[config.mk]
export PLATFORM = sky130hd
export DESIGN_NAME = irq_status_hub
export DESIGN_NICKNAME = d
export VERILOG_FILES = /design/src/rtl/irq_hub_pkg.sv /design/src/rtl/irq_mask_reduce.sv /design/src/rtl/irq_edge_detect.sv /design/src/rtl/irq_status_hub.sv
export SDC_FILE = /design/constraint.sdc
export NUM_CORES = 1
export LEC_CHECK = 0
export BUFFER_PORTS_ARGS = -buffer_cell sky130_fd_sc_hd__buf_4
export CAP_MARGIN = 25
export CORE_UTILIZATION = 47
export DETAILED_ROUTE_END_ITERATION = 10
export GPL_TIMING_DRIVEN = 0
export PLACE_DENSITY = 0.76
export SYNTH_ARGS = -nofsm -noshare
export SYNTH_HDL_FRONTEND = slang
export SYNTH_SLANG_ARGS = --single-unit
[constraint.sdc]
create_clock -name clk -period 1.6 [get_ports clk]
set_input_delay 0.24 -clock clk [delete_from_list [all_inputs] [get_ports clk]]
set_output_delay 0.24 -clock clk [all_outputs]
set_load 0.1 [all_outputs]
[src/rtl/irq_hub_pkg.sv]
package irq_hub_pkg;
  localparam int STAT_W = 8;

  localparam int BIT_TIMER = 0;
  localparam int BIT_SPARE = 1;
  localparam int BIT_KBD   = 2;
  localparam int BIT_BATT  = 3;
  localparam int BIT_UART  = 4;
  localparam int BIT_LIDUP = 5;
  localparam int BIT_ADDR  = 6;
  localparam int BIT_LID   = 7;

  localparam logic [1:0] SEL_UMASK = 2'd0;
  localparam logic [1:0] SEL_TMASK = 2'd1;
  localparam logic [1:0] SEL_IEN   = 2'd2;
  localparam logic [1:0] SEL_ACK   = 2'd3;

  localparam logic [STAT_W-1:0] STICKY_BITS =
    STAT_W'((1 << BIT_ADDR) | (1 << BIT_LIDUP) | (1 << BIT_KBD));
endpackage

[src/rtl/irq_mask_reduce.sv]
module irq_mask_reduce #(
  parameter int WIDTH = 4
) (
  input  logic [WIDTH-1:0] flags_i,
  input  logic [WIDTH-1:0] mask_i,
  output logic             any_o
);
  logic [WIDTH-1:0] hit;
  for (genvar i = 0; i < WIDTH; i++) begin : g_hit
    assign hit[i] = flags_i[i] & mask_i[i];
  end
  assign any_o = |hit;
endmodule

[src/rtl/irq_edge_detect.sv]
module irq_edge_detect #(
  parameter int WIDTH = 1
) (
  input  logic             clk,
  input  logic             rst,
  input  logic [WIDTH-1:0] lvl_i,
  output logic [WIDTH-1:0] rise_o,
  output logic [WIDTH-1:0] fall_o
);
  logic [WIDTH-1:0] prev_q;

  always_ff @(posedge clk) begin
    if (rst) prev_q <= '0;
    else     prev_q <= lvl_i;
  end

  assign rise_o = lvl_i & ~prev_q;
  assign fall_o = ~lvl_i & prev_q;

  for (genvar i = 0; i < WIDTH; i++) begin : g_chk
    AST_RISE_SINGLE: assert property (@(posedge clk) disable iff (rst)
      rise_o[i] |=> !rise_o[i]);
  end
endmodule

[src/rtl/irq_status_hub.sv]
module irq_status_hub
  import irq_hub_pkg::*;
#(
  parameter int UART_SRCS  = 4,
  parameter int TIMER_SRCS = 3,
  parameter int KBD_COLS   = 8,
  parameter int NMI_SRCS   = 2
) (
  input  logic                  clk,
  input  logic                  rst,
  input  logic                  wr_en,
  input  logic [1:0]            wr_sel,
  input  logic [STAT_W-1:0]     wr_data,
  input  logic [UART_SRCS-1:0]  uart_flags,
  input  logic [TIMER_SRCS-1:0] timer_flags,
  input  logic                  flap_open,
  input  logic                  batt_low,
  input  logic [KBD_COLS-1:0]   kbd_cols,
  input  logic                  addr_hi,
  input  logic                  sleeping,
  input  logic                  pwr_fail,
  input  logic                  card_change,
  output logic [STAT_W-1:0]     status,
  output logic                  int_n,
  output logic                  nmi
);
  logic [UART_SRCS-1:0]  umask_q;
  logic [TIMER_SRCS-1:0] tmask_q;
  logic [STAT_W-1:0]     ien_q;
  logic [STAT_W-1:0]     stat_q, stat_d, clr_bits;
  logic                  irq_q, nmi_q;
  logic                  ack_wr;
  logic                  uart_any, timer_any;
  logic                  lid_rise, lid_fall_unused;
  logic [KBD_COLS-1:0]   kbd_rise_unused, kbd_fall;
  logic [NMI_SRCS-1:0]   nmi_rise, nmi_fall_unused;
  logic [NMI_SRCS-1:0]   nmi_src;

  assign ack_wr   = wr_en && (wr_sel == SEL_ACK);
  assign clr_bits = ack_wr ? (wr_data & STICKY_BITS) : '0;
  assign nmi_src  = NMI_SRCS'({card_change, pwr_fail});

  always_ff @(posedge clk) begin
    if (rst) begin
      umask_q <= '0;
      tmask_q <= '0;
      ien_q   <= '0;
    end else if (wr_en) begin
      case (wr_sel)
        SEL_UMASK: umask_q <= wr_data[UART_SRCS-1:0];
        SEL_TMASK: tmask_q <= wr_data[TIMER_SRCS-1:0];
        SEL_IEN:   ien_q   <= wr_data;
        default:   ;
      endcase
    end
  end

  irq_mask_reduce #(.WIDTH(UART_SRCS)) u_uart_sum (
    .flags_i(uart_flags), .mask_i(umask_q), .any_o(uart_any));

  irq_mask_reduce #(.WIDTH(TIMER_SRCS)) u_timer_sum (
    .flags_i(timer_flags), .mask_i(tmask_q), .any_o(timer_any));

  irq_edge_detect #(.WIDTH(1)) u_lid_edge (
    .clk(clk), .rst(rst), .lvl_i(flap_open),
    .rise_o(lid_rise), .fall_o(lid_fall_unused));

  irq_edge_detect #(.WIDTH(KBD_COLS)) u_kbd_edge (
    .clk(clk), .rst(rst), .lvl_i(kbd_cols),
    .rise_o(kbd_rise_unused), .fall_o(kbd_fall));

  irq_edge_detect #(.WIDTH(NMI_SRCS)) u_nmi_edge (
    .clk(clk), .rst(rst), .lvl_i(nmi_src),
    .rise_o(nmi_rise), .fall_o(nmi_fall_unused));

  always_comb begin
    stat_d            = '0;
    stat_d[BIT_LID]   = flap_open;
    stat_d[BIT_ADDR]  = (stat_q[BIT_ADDR] & ~clr_bits[BIT_ADDR]) | (sleeping & addr_hi);
    stat_d[BIT_LIDUP] = (stat_q[BIT_LIDUP] & ~clr_bits[BIT_LIDUP]) | lid_rise;
    stat_d[BIT_UART]  = uart_any;
    stat_d[BIT_BATT]  = batt_low;
    stat_d[BIT_KBD]   = (stat_q[BIT_KBD] & ~clr_bits[BIT_KBD]) | (sleeping & (|kbd_fall));
    stat_d[BIT_SPARE] = 1'b0;
    stat_d[BIT_TIMER] = timer_any;
  end

  always_ff @(posedge clk) begin
    if (rst) begin
      stat_q <= '0;
      irq_q  <= 1'b0;
      nmi_q  <= 1'b0;
    end else begin
      stat_q <= stat_d;
      irq_q  <= (irq_q & ~ack_wr) | (|(stat_d & ien_q));
      nmi_q  <= |nmi_rise;
    end
  end

  assign status = stat_q;
  assign int_n  = ~irq_q;
  assign nmi    = nmi_q;

  AST_INT_HELD: assert property (@(posedge clk) disable iff (rst)
    (!int_n && !ack_wr) |=> !int_n);
  AST_INT_RELEASE_ON_ACK: assert property (@(posedge clk) disable iff (rst)
    $rose(int_n) |-> $past(ack_wr));
  AST_LIDUP_WITH_LEVEL: assert property (@(posedge clk) disable iff (rst)
    $rose(status[BIT_LIDUP]) |-> status[BIT_LID]);
  AST_KBD_ONLY_ASLEEP: assert property (@(posedge clk) disable iff (rst)
    $rose(status[BIT_KBD]) |-> $past(sleeping));
  AST_ADDR_ONLY_ASLEEP: assert property (@(posedge clk) disable iff (rst)
    $rose(status[BIT_ADDR]) |-> $past(sleeping && addr_hi));
  AST_UART_MASKED_OFF: assert property (@(posedge clk) disable iff (rst)
    (umask_q == '0) |=> !status[BIT_UART]);
  AST_TIMER_MASKED_OFF: assert property (@(posedge clk) disable iff (rst)
    (tmask_q == '0) |=> !status[BIT_TIMER]);
  AST_NO_ENABLE_NO_INT: assert property (@(posedge clk) disable iff (rst)
    (ien_q == '0 && int_n) |=> int_n);
endmodule

==> metrics.md <==
| Metric | Value |
|---|---|
| CP bufs+invs | `0` |
| Min cycle time layout | `1.443 ns` |
| Clk_lat worst skew | `0.33 ns` |
| Postcts setup bufs | `0` |
| Comb power frac | `0.195` |
| Post-DR wirelength/cell | `12.40 um` |
| Die area | `2801 sq um` |
| Distinct cells, synth | `25` |
| Via count | `1024` |
| H-Tree Depth | `2` |
| Hold Crit Start | `rst` |
| Sequential power share | `0.526` |
| Final Hold Vio Count | `0` |
| CP startpoint kind | `flip-flop` |
| Resize count post-CTS | `0` |
| WL met3 | `152 um` |
| Met1 wire length | `1.099 mm` |
| Root buffer selected by CTS | `clkbuf_4` |
| Max Clk Rate | `693.2 MHz` |
| Non-Filler Instances | `204` |
| Via/cell ratio | `5.020` |
| Hold-fix buffers, CTS | `0` |
| Final Skew | `0.008400 ns` |
| Worst IR drop on VDD | `0.7557 mV` |
| Post-DP HPWL | `1.927 mm` |
| R2R Setup Slk | `0.16 ns` |
| Hold Path Cell Cnt | `2` |
| Critical path endpoint category | `flip-flop` |
| Mean post-synth cell area | `9.749 sq um` |
| Cts bufs inserted | `5` |
| Hold Path End | `u_nmi_edge.prev_q[1]` |
| Crit. path cell count | `5` |
| Num ports | `44` |
| First-pass GRT wire length | `3.974 mm` |
| Area of the mapped netlist | `1219 sq um` |
| Synthesized net count | `159` |
| RSZ-0062 raised after global routing | `no` |
| Initial antenna violation count | `0` |
| Yosys warns | `0` |
| Setup TNS | `0 ns` |
| Wirelength, routed | `2.530 mm` |
| Cell Pwr Density | `1026 nW/um^2` |
| P_int | `1.190 mW` |
| TritonCTS clock tree | `done` |
| I/O Buffers | `42` |
| DRC | `0` |
| Crit-path leading delay family | `compound AO/OA/AOI/OAI gates` |
| Max Cap Viol | `0` |
| Reg area | `660.6 sq um` |
| Ant. Diodes | `0` |
| FF-to-FF path depth | `5` |
| Drt initial violations | `14` |
| Post-synthesis sequential area ratio | `0.5421` |
| Crit-path max FO | `2` |
| WS Path Type | `reg -> reg` |
| All-Layer GR Usage | `0.2082` |
| CTS max path bufs | `2` |
| Max Used Layer | `met4` |
| Starting Density | `0.4964` |
| Crit-path max cell delay | `0.42 ns` |
| Largest net degree at the start of global routing | `11` |
| Die span in y | `52.92 um` |
| Sink Count | `33` |
| Clk slew on worst S/H paths | `0.10 ns` |
| Vias in the first global route | `994` |
| Crit path arrival time | `1.67 ns` |
| Total gr overflow | `0` |
| Flops & latches, synth | `33` |
| Multi-input gate area | `481.7 sq um` |
| Switching share of power | `0.2872` |
| R2r endpoint | `irq_q` |
| Fin crit share | `0.9016` |
| Chip width | `52.92 um` |
| First drt pass iteration count | `4` |
| Clock power share | `0.280` |
| Status | `finished clean` |
| Pre-CTS WS | `0.1082 ns` |
| Fill cells | `200` |
| Net count, final | `208` |
| Row count | `18` |
| Met2 WL | `1.231 mm` |
| Core area | `2455 sq um` |
| Final setup margin | `0.1574 ns` |
| Layout area overhead | `33.47%` |
| Post-placement cell count | `197` |
| Layout cells sized above 1 | `0.3046` |
| Worst flop-to-flop path startpoint | `tmask_q[1]` |
| Slew Viols, Final | `0` |
| Slowest CP cell | `a222oi_1` |
| Req. time, crit path | `1.83 ns` |
| Switch Pwr | `479.4 uW` |
| Min-delay worst type | `in -> reg` |
| DRT antenna net count | `0` |
| Setup violations, final | `0` |
| RePlAce Congestion | `0.7724` |
| Crit-path cells | `a222oi_1 > nor2b_1 > a21oi_1 > a31oi_1 > a221o_1` |
| Static leakage | `0.7600 nW` |
| Post-Synthesis Cells | `125` |
[cell families (layout without fill, tap and decap cells)]
kind of cell           Yosys count  in the layout  share of synthesized area
AO/OA/AOI/OAI                   20             20                     0.1181
buffers and inverters           18             67                    0.06262
flip-flops                      33             33                     0.5421
multiplexers                    12             12                    0.09857
other                            1              1                   0.003077
AND/OR/NAND/NOR                 41             41                     0.1756
[synth_stat cells]
cell type | number | share of area
dfxtp_1 | 33 | 0.54
nor2_1 | 19 | 0.059
nor2b_1 | 14 | 0.072
inv_1 | 12 | 0.037
mux2i_1 | 12 | 0.099
a21oi_1 | 6 | 0.025
o22ai_1 | 4 | 0.021
a22oi_1 | 3 | 0.018
a222oi_1 | 2 | 0.016
buf_4 | 2 | 0.012
clkbuf_1 | 2 | 0.0062
nand3b_1 | 2 | 0.012
nand4_1 | 2 | 0.010
a221o_1 | 1 | 0.0082
a22o_1 | 1 | 0.0072
a31oi_1 | 1 | 0.0051
buf_1 | 1 | 0.0031
buf_2 | 1 | 0.0041
conb_1 | 1 | 0.0031
nand2_1 | 1 | 0.0031
nand2b_1 | 1 | 0.0051
nand3_1 | 1 | 0.0041
nor3b_2 | 1 | 0.010
o21ai_0 | 1 | 0.0041
o41ai_2 | 1 | 0.013
[cells in the final DEF, fill, tap and decap left out]
cell      count
a22oi_1       3
o22ai_1       4
nand2_1       1
mux2i_1      12
nor2_1       19
a21oi_1       6
inv_1        12
conb_1        1
o21ai_0       1
dfxtp_1      33
nand2b_1      1
buf_2         1
nor2b_1      14
nand4_1       2
a31oi_1       1
nor3b_2       1
o41ai_2       1
nand3b_1      2
buf_4        44
nand3_1       1
a222oi_1      2
clkbuf_8      1
clkbuf_4      5
a221o_1       1
buf_1         1
a22o_1        1
clkbuf_1      3
[worst max path at each step]
stage / startpoint / end / slack [ns]
floorplan: status[6] / irq_q / 0.006
global placement: timer_flags[1] / irq_q / 0.11
detailed placement: timer_flags[1] / irq_q / 0.11
CTS: tmask_q[1] / irq_q / 0.17
global route: tmask_q[1] / irq_q / 0.07
finish: tmask_q[1] / irq_q / 0.16
[state kept, by name, indices dropped and copies added (netlist names), 2 cells and up]
name,cells
status,6
u_kbd_edge.prev_q,8
umask_q,4
ien_q,7
u_nmi_edge.prev_q,2
tmask_q,3
[power groups by stage]
stage	clock network [mW]	registers (mW)	logic [mW]
detailed placement	0	0.897	0.325
CTS	0.480	0.878	0.326
floorplan	0	0.976	0.126
global placement	0	0.895	0.320
finish	0.467	0.878	0.325
global route	0.518	0.882	0.344
[per-stage QoR]
step / util / instance area [sq um] / power [mW] / hold slack, ns
after detailed placement: 0.6402 / 1572 / 1.222 / 0.4600
after global routing: 0.6626 / 1627 / 1.745 / 0.09140
after floorplan: - / 1219 / 1.102 / 0.3208
after global placement: 0.6402 / 1572 / 1.215 / 0.4516
final: 0.6626 / 1627 / 1.669 / 0.1037
after CTS: 0.6626 / 1627 / 1.684 / 0.09587
[routing by layer]
| layer | track usage | vias to the layer above |
|---|---|---|
| met3 | 0.08908 | 6 |
| met4 | 0.09649 | 0 |
| met2 | 0.3734 | 35 |
| met5 | 0 | - |
| met1 | 0.2035 | 468 |
| li1 | - | 515 |
[final cells by class]
type                    count  share of cell area
flip-flops and latches     33              0.4062
multi-input cells          74              0.2962
repair buffers             42              0.1938
clock buffers               7             0.03385
inverters                  12             0.02769
well taps                  30             0.02308
plain buffers               6             0.01923
(Power assumes the default switching activity.)
